--- src/rtl/nwl_pkg.sv ---
package nwl_pkg;

    // Request operation codes on req_op
    typedef enum logic [1:0] {
        OP_READ  = 2'b00,
        OP_WRITE = 2'b01,
        OP_PAIR  = 2'b10,
        OP_IDLE  = 2'b11
    } nwl_op_e;

    // Per-line packing state: half=1 -> one narrow value, upper selects its half;
    // half=0 -> full line, upper=1 means two packed narrow values.
    typedef struct packed {
        logic valid;
        logic half;
        logic upper;
    } nwl_mode_t;

endpackage

--- src/rtl/nwl_line_array.sv ---
module nwl_line_array
    import nwl_pkg::*;
#(
    parameter int LINES  = 8,
    parameter int WORD_W = 32,
    localparam int IDX_W = (LINES > 1) ? $clog2(LINES) : 1
) (
    input  logic              clk,
    input  logic              rst_n,
    input  logic [IDX_W-1:0]  idx,
    input  logic              wen_lo,
    input  logic              wen_hi,
    input  logic [WORD_W-1:0] wr_lo,
    input  logic [WORD_W-1:0] wr_hi,
    input  logic              mode_we,
    input  nwl_mode_t         mode_in,
    output logic [WORD_W-1:0] rd_lo,
    output logic [WORD_W-1:0] rd_hi,
    output nwl_mode_t         mode_out
);

    typedef struct packed {
        nwl_mode_t         mode;
        logic [WORD_W-1:0] hi;
        logic [WORD_W-1:0] lo;
    } entry_t;

    entry_t [LINES-1:0] ent_d, ent_q;

    always_comb begin
        ent_d = ent_q;
        if (wen_lo) begin
            ent_d[idx].lo = wr_lo;
        end
        if (wen_hi) begin
            ent_d[idx].hi = wr_hi;
        end
        if (mode_we) begin
            ent_d[idx].mode = mode_in;
        end
    end

    always_ff @(posedge clk or negedge rst_n) begin
        if (!rst_n) begin
            ent_q <= '0;
        end else begin
            ent_q <= ent_d;
        end
    end

    assign rd_lo    = ent_q[idx].lo;
    assign rd_hi    = ent_q[idx].hi;
    assign mode_out = ent_q[idx].mode;

endmodule

--- src/rtl/nwl_write_steer.sv ---
module nwl_write_steer
    import nwl_pkg::*;
#(
    parameter int WORD_W = 32,
    localparam int LINE_W = 2 * WORD_W
) (
    input  logic              is_write,
    input  logic              is_pair,
    input  logic              word_sel,
    input  nwl_mode_t         cur,
    input  logic [LINE_W-1:0] wdata,
    output logic              wen_lo,
    output logic              wen_hi,
    output logic              mode_we,
    output nwl_mode_t         mode_nx,
    output logic [WORD_W-1:0] wr_lo,
    output logic [WORD_W-1:0] wr_hi
);

    logic narrow;
    logic place_hi;

    assign narrow = ~|wdata[LINE_W-1:WORD_W];

    always_comb begin
        wen_lo   = 1'b0;
        wen_hi   = 1'b0;
        mode_we  = 1'b0;
        mode_nx  = cur;
        place_hi = 1'b0;
        wr_lo    = wdata[WORD_W-1:0];
        wr_hi    = wdata[LINE_W-1:WORD_W];
        if (is_pair) begin
            wen_lo  = 1'b1;
            wen_hi  = 1'b1;
            mode_we = 1'b1;
            mode_nx = '{valid: 1'b1, half: 1'b0, upper: 1'b1};
        end else if (is_write && !narrow) begin
            wen_lo  = 1'b1;
            wen_hi  = 1'b1;
            mode_we = 1'b1;
            mode_nx = '{valid: 1'b1, half: 1'b0, upper: 1'b0};
        end else if (is_write) begin
            mode_we = 1'b1;
            wr_hi   = wdata[WORD_W-1:0];
            if (!cur.valid || (!cur.half && !cur.upper)) begin
                place_hi = word_sel;
                mode_nx  = '{valid: 1'b1, half: 1'b1, upper: word_sel};
            end else if (cur.half) begin
                place_hi = ~cur.upper;
                mode_nx  = '{valid: 1'b1, half: 1'b0, upper: 1'b1};
            end else begin
                place_hi = word_sel;
                mode_nx  = '{valid: 1'b1, half: 1'b0, upper: 1'b1};
            end
            wen_hi = place_hi;
            wen_lo = ~place_hi;
        end
    end

endmodule

--- src/rtl/nwl_read_steer.sv ---
module nwl_read_steer
    import nwl_pkg::*;
#(
    parameter int WORD_W = 32,
    localparam int LINE_W = 2 * WORD_W
) (
    input  logic              is_read,
    input  logic              from_lower,
    input  logic              word_sel,
    input  nwl_mode_t         cur,
    input  logic [WORD_W-1:0] line_lo,
    input  logic [WORD_W-1:0] line_hi,
    output logic              ren_lo,
    output logic              ren_hi,
    output logic [LINE_W-1:0] rdata
);

    localparam logic [WORD_W-1:0] ZW = '0;

    always_comb begin
        ren_lo = 1'b0;
        ren_hi = 1'b0;
        rdata  = '0;
        if (is_read && cur.valid) begin
            unique case ({cur.half, cur.upper})
                2'b00: begin
                    ren_lo = 1'b1;
                    ren_hi = 1'b1;
                    rdata  = {line_hi, line_lo};
                end
                2'b10: begin
                    ren_lo = 1'b1;
                    rdata  = {ZW, line_lo};
                end
                2'b11: begin
                    ren_hi = 1'b1;
                    rdata  = {ZW, line_hi};
                end
                default: begin
                    if (from_lower) begin
                        ren_lo = 1'b1;
                        ren_hi = 1'b1;
                        rdata  = {line_hi, line_lo};
                    end else if (word_sel) begin
                        ren_hi = 1'b1;
                        rdata  = {ZW, line_hi};
                    end else begin
                        ren_lo = 1'b1;
                        rdata  = {ZW, line_lo};
                    end
                end
            endcase
        end
    end

endmodule

--- src/rtl/nwl_line_datapath.sv ---
module nwl_line_datapath
    import nwl_pkg::*;
#(
    parameter int LINES  = 8,
    parameter int WORD_W = 32,
    localparam int IDX_W  = (LINES > 1) ? $clog2(LINES) : 1,
    localparam int LINE_W = 2 * WORD_W
) (
    input  logic              clk,
    input  logic              rst_n,
    input  logic              req_valid,
    input  logic [1:0]        req_op,
    input  logic              req_src,
    input  logic              req_word,
    input  logic [IDX_W-1:0]  req_idx,
    input  logic [LINE_W-1:0] wr_data,
    output logic [LINE_W-1:0] rd_data,
    output logic              rd_valid,
    output logic              wen_lo,
    output logic              wen_hi,
    output logic              ren_lo,
    output logic              ren_hi
);

    typedef struct packed {
        logic              rvalid;
        logic [LINE_W-1:0] rdata;
    } rd_reg_t;

    logic              is_read, is_write, is_pair;
    nwl_mode_t         cur_mode, mode_nx;
    logic              mode_we;
    logic [WORD_W-1:0] line_lo, line_hi, wr_lo, wr_hi;
    logic [LINE_W-1:0] steer_rdata;
    logic              cur_valid, cur_half;
    rd_reg_t           rd_d, rd_q;

    assign is_read  = req_valid && (req_op == OP_READ);
    assign is_write = req_valid && (req_op == OP_WRITE);
    assign is_pair  = req_valid && (req_op == OP_PAIR);

    assign cur_valid = cur_mode.valid;
    assign cur_half  = cur_mode.half;

    nwl_line_array #(.LINES(LINES), .WORD_W(WORD_W)) array_i (
        .clk      (clk),
        .rst_n    (rst_n),
        .idx      (req_idx),
        .wen_lo   (wen_lo),
        .wen_hi   (wen_hi),
        .wr_lo    (wr_lo),
        .wr_hi    (wr_hi),
        .mode_we  (mode_we),
        .mode_in  (mode_nx),
        .rd_lo    (line_lo),
        .rd_hi    (line_hi),
        .mode_out (cur_mode)
    );

    nwl_write_steer #(.WORD_W(WORD_W)) wsteer_i (
        .is_write (is_write),
        .is_pair  (is_pair),
        .word_sel (req_word),
        .cur      (cur_mode),
        .wdata    (wr_data),
        .wen_lo   (wen_lo),
        .wen_hi   (wen_hi),
        .mode_we  (mode_we),
        .mode_nx  (mode_nx),
        .wr_lo    (wr_lo),
        .wr_hi    (wr_hi)
    );

    nwl_read_steer #(.WORD_W(WORD_W)) rsteer_i (
        .is_read    (is_read),
        .from_lower (req_src),
        .word_sel   (req_word),
        .cur        (cur_mode),
        .line_lo    (line_lo),
        .line_hi    (line_hi),
        .ren_lo     (ren_lo),
        .ren_hi     (ren_hi),
        .rdata      (steer_rdata)
    );

    always_comb begin
        rd_d        = rd_q;
        rd_d.rvalid = is_read;
        if (is_read) begin
            rd_d.rdata = steer_rdata;
        end
    end

    always_ff @(posedge clk or negedge rst_n) begin
        if (!rst_n) begin
            rd_q <= '0;
        end else begin
            rd_q <= rd_d;
        end
    end

    assign rd_data  = rd_q.rdata;
    assign rd_valid = rd_q.rvalid;

endmodule

--- config.mk ---
export PLATFORM = sky130hd
export DESIGN_NAME = nwl_line_datapath
export DESIGN_NICKNAME = d
export VERILOG_FILES = /design/src/rtl/nwl_pkg.sv /design/src/rtl/nwl_line_array.sv /design/src/rtl/nwl_write_steer.sv /design/src/rtl/nwl_read_steer.sv /design/src/rtl/nwl_line_datapath.sv
export SDC_FILE = /design/constraint.sdc
export NUM_CORES = 1
export LEC_CHECK = 0
export ABC_AREA = 1
export ABC_CLOCK_PERIOD_IN_PS = 4400
export CORE_UTILIZATION = 40
export DETAILED_ROUTE_END_ITERATION = 7
export PLACE_DENSITY_LB_ADDON = 0.12
export SYNTH_ARGS = -nofsm -noshare
export SYNTH_HDL_FRONTEND = slang
export SYNTH_SLANG_ARGS = --single-unit
--- constraint.sdc ---
create_clock -name clk -period 4.4 [get_ports clk]
set_clock_uncertainty 0.15 [all_clocks]
set_input_delay 0.88 -clock clk [delete_from_list [all_inputs] [get_ports clk]]
set_output_delay 0.88 -clock clk [all_outputs]
set_load 0.005 [all_outputs]
# Word-level counts from Yosys, hierarchy flattened
# Cells that the tools add are included.
# op_classes
n_lt_le_gt_ge	2
eq_ne	4
n_mux	47
n_bitwise	2
n_reduce_logical	16
# ops
op	count
$bwmux W536	3
$mux W536	3
$demux W67 S3	3
$bmux W67 S3	1
$mux W64	3
$pmux W64 S3	1
$mux W32	5
$mux W67	2
$reduce_or A32 Y1	1
$mux W1	20
$mux W3	3
$logic_and A1 B1 Y1	7
$eq A2 B2 Y1 const B	3
$logic_not A2 Y1	2
$lt A3 B4 Y1 const B	1
$pmux W1 S2	2
$reduce_or A2 Y1	2
$ge A3 B1 Y1 const B	1
$logic_not A1 Y1	3
$eq A2 B1 Y1 const B	1
$mux W2	1
$not A1 Y1	2
$logic_or A1 B1 Y1	1
# totals
ff_bits	601
input_bits	74
output_inout_bits	69
word_cells	113

# Depth between registers and ports, before layout
# depth
word_depth	18
mapped_depth	20
mapped_depth_nobuf	19

# Hierarchy
# From an unflattened synthesis, not the netlist that was laid out.
# hier_totals
hier_cells	4324
hier_area_um2	30753.2
# modules_own_cells
mod	instances	cells_per_inst	area_per_inst_um2	seq_area_each_um2
nwl_line_array	1	3471	25222.9	13412.9
nwl_line_datapath	1	285	2616.3	1626.6
nwl_read_steer	1	410	1931.9	0.0
nwl_write_steer	1	158	982.2	0.0

# Least setup slack after synthesis
# OpenSTA, ideal clock, no wires.
# synth_timing
kind	input port to output port
from	in req_idx[0]
to	out wen_lo
t_arrival_ns	2.792
required_time_ns	3.370
path_slack_ns	0.578
stages	16
path_buffers	4
cell_sequence	buf_4 > buf_2 > o21ai_0 > nand2_1 > nand2_1 > nand2_1 > nand2_1 > inv_1 > ha_1 > nor2_1 > nand3_1 > nand3_1 > buf_2 > buf_2 > o21ai_0 > inv_1
# synth_via
elab_chain_cells	13
elab_cells_between_ends	17
classes_between	mux (10); bitwise (2); reduce/logical (5)
# synth_lines
element	line	rtl
start: declaration	nwl_line_datapath.sv:15	input logic [IDX_W-1:0] req_idx,
$bmux W67 S3 (*)	nwl_line_array.sv:53	assign mode_out = ent_q[idx].mode;
$mux W67 (*)	-	
$logic_not A1 Y1	nwl_write_steer.sv:46	if (!cur.valid || (!cur.half && !cur.upper)) begin
$logic_and A1 B1 Y1	nwl_write_steer.sv:46	
$logic_or A1 B1 Y1	nwl_write_steer.sv:46	
$mux W1 (*)	nwl_write_steer.sv:46	
$mux W1 (*)	nwl_write_steer.sv:43	end else if (is_write) begin
$mux W1 (*)	nwl_write_steer.sv:38	end else if (is_write && !narrow) begin
$mux W1 (*)	nwl_write_steer.sv:33	if (is_pair) begin
$not A1 Y1 (*)	nwl_write_steer.sv:57	wen_lo = ~place_hi;
$mux W1 (*)	nwl_write_steer.sv:43	
$mux W1 (*)	nwl_write_steer.sv:38	
$mux W1 (*)	nwl_write_steer.sv:33	
end: declaration	nwl_line_datapath.sv:19	output logic wen_lo,
# Every way passes the cells marked *; elsewhere a longest branch is shown, timed or not. The select of a mux whose other input is x is not followed.

# Worst setup path after layout
# Ends and elaborated chain as after synthesis.

==> flow_metrics.tcl <==
set metrics [dict create \
    status "complete, no violations" \
    synthArstFlopShare_pct 100.0 \
    die_y_um 265.6 \
    critical_path.startpoint "req_idx[0]" \
    dpl.hpwl_mm 66.93 \
    port-buffer-count 142 \
    rows 96 \
    synth_edf_count 0 \
    r2r-start "array_i.ent_q[332]$_DFFE_PN0P_" \
    die_area_um2 70530 \
    grt_pass1_vias 24350 \
    cts_tree "done" \
    wire_per_inst_um 23.26 \
    syn_avg_cell_area_um2 7.815 \
    place_area_um2 30640 \
    cts_made_buffers 70 \
    dr.pass1.iters 7 \
    end_kind "output pin" \
    clock.fmax_mhz 237.0 \
    irDropWorstVdd_uv 269.6 \
    seq_area_frac_synth_pct 54.12 \
    core-area_um2 68710 \
    cp_max_fo 13 \
    wl_mm 107.5 \
    clk_latency_ns 0.61 \
    fp.dieW_um 265.6 \
    netlist_instances 3556 \
    netlist_area_um2 27790 \
    synthDistinctLibCells 31 \
    cts_sinks 601 \
    yosys_warnings 0 \
    design_area_um2 32930 \
    place_congestion 0.9099 \
    grt_setup_unrepaired "false" \
    p_total_mw 15.87 \
    cts_hold_buf 0 \
    drc 0 \
    clkTransAtPathRegs_ns 0.05 \
    grt_max_degree 145 \
    post-route-period-util_pct 95.90 \
    utilization_pct 47.93 \
    grt_pass1_wl_mm 160.1 \
    drive_above_1_share_pct 7.590 \
    crit_arrival_ns 3.19 \
    root_buffer "clkbuf_16" \
    netlist_top_cells_count "nand2_1 (1508), dfrtp_1 (601), nand3_1 (557)" \
    synth.most_common_cell "nand2_1" \
    slew_viol_final 0 \
    placed_cells 4497 \
    crit_required_ns 3.37 \
    yosysTopAreaCellShare_pct 54.12 \
    synth-main-ff-cell "dfrtp_1" \
    worstSetupPathType "in2out" \
    p_per_area_nw_per_um2 481.8 \
    pre_cts_ws_ns -0.2058 \
    slew_headroom_pct 40.53 \
    period_minus_slack_ns 4.219 \
    antenna_found_initial 0 \
    drt_iter0_markers 2988 \
    ys_ff_latch 601 \
    fin_nets 3719 \
    leakage_nw 16.91 \
    start_util_pct 40.45 \
    maxCapViolations 0 \
    antenna_left 0 \
    viasPerCell 5.522 \
    min_path_type "in2async" \
    area_delta_synth_final_pct 18.51 \
    r2r_cells 15 \
    synth_area_leaders "dfrtp_1 (54%), nand2_1 (20%), nand3_1 (10%)" \
    num_vias 25520 \
    synth.net_count 3634 \
    tightestPinTransition_ns 0.8920 \
    ios 143 \
    stdcell_count 4621 \
    hold_viol 0 \
    setup_violations 0 \
    yosysTopAreaCell "dfrtp_1" \
    timing.final.ws_setup_ns 0.1806 \
    ctsHtreeMaxLevel 3 \
    overflow 0 \
    track_usage_pct 30.60 \
    clockBufferDepth 3 \
    worst_setup_path_start_kind "input pin" \
]
==> placed cells by master (no fill, tap or decap), types with 8 or more instances in the layout <==
master,synthesis,routed
a211oi_1,17,16
a21oi_1,12,11
a22o_1,13,13
a22oi_1,23,23
buf_12,0,24
buf_4,12,109
clkbuf_1,147,17
clkbuf_16,0,72
clkbuf_8,0,16
clkdlybuf4s50_1,0,137
clkinv_2,0,9
dfrtp_1,601,601
inv_1,150,149
nand2_1,1508,1501
nand3_1,557,555
nand4_1,31,31
nor2_1,162,147
nor2_2,2,9
nor2_4,0,8
nor3_1,17,16
o21ai_0,64,62
o22a_1,17,17
o22ai_1,80,80
==> report_power, final <==
part | switching, mW | internal, mW
registers | 0.677 | 6.76
clock network | 2.35 | 3.38
logic | 1.66 | 1.04
==> metrics by stage <==
step           setup TNS (ns)  hold slack [ns]
2_1_floorplan               0           0.2718
3_3_place_gp          -0.3671           0.2884
3_5_place_dp           -5.275           0.2969
4_1_cts                     0           0.1656
5_1_grt                     0           0.2100
6_report                    0           0.1386
==> cell type report <==
cell class | count | area [um2]
diodes | 1 | 2.502
clock buffers | 105 | 2086
clock inverters | 15 | 147.6
fillers | 6809 | 35770
inverters | 158 | 593.1
multi-input cells | 2535 | 11180
flip-flops and latches | 601 | 15040
well taps | 931 | 1165
repair buffers | 275 | 2724
==> worst max-delay path, cell delays in order <==
cell and delay, ns:
dlygate4sd2_1 0.26, buf_12 0.15, buf_12 0.12, nor2_2 0.12, nand2_1 0.06, nand2_1 0.06
nor2_1 0.04, nand2_1 0.10, inv_1 0.07, ha_1 0.21, nor2_2 0.17, nand2_1 0.07
nand2_1 0.07, buf_4 0.11, nand3_4 0.05, o21ai_0 0.08, inv_1 0.09, clkdlybuf4s50_1 0.46
==> state kept, by name, summed over array words and instances (netlist names) <==
signal and flops:
array_i.ent_q 536, rd_data 64, rd_valid 1
==> layer usage <==
| metal | vias to the layer above | GRT usage [%] | part of all wire (%) |
|---|---|---|---|
| met5 | - | 0 | 0 |
| met4 | 0 | 9.910 | 3.1 |
| met3 | 176 | 6.962 | 9.9 |
| met2 | 1234 | 46.52 | 44 |
| met1 | 12490 | 43.17 | 43 |
| li1 | 11610 | - | - |
==> path summary, 6_finish.rpt <==
check	slack, ns	to
max	0.18	wen_lo
min	0.14	rd_data[47]$_DFFE_PN0P_
max reg2reg	1.15	array_i.ent_q[226]$_DFFE_PN0P_
min reg2reg	0.30	array_i.ent_q[200]$_DFFE_PN0P_
max in group asynchronous	2.70	array_i.ent_q[338]$_DFFE_PN0P_
min in group clk	0.30	array_i.ent_q[200]$_DFFE_PN0P_
==> timing repair <==
item	4_1_cts	5_1_grt
gates resized for setup	10	4
endpoints found under the setup margin	4	3
setup buffers	3	0
pin swaps	1	1
==> logic make-up after synthesis <==
kind of cell	count (synthesis)	share of synthesized area, %
DFF	601	54.12
and+or+nand+nor	2288	33.89
adders and majority gates	4	0.1801
buffers and inverters	420	6.146
AOI/OAI and AO/OA	243	5.664
(Power assumes the default switching activity.)
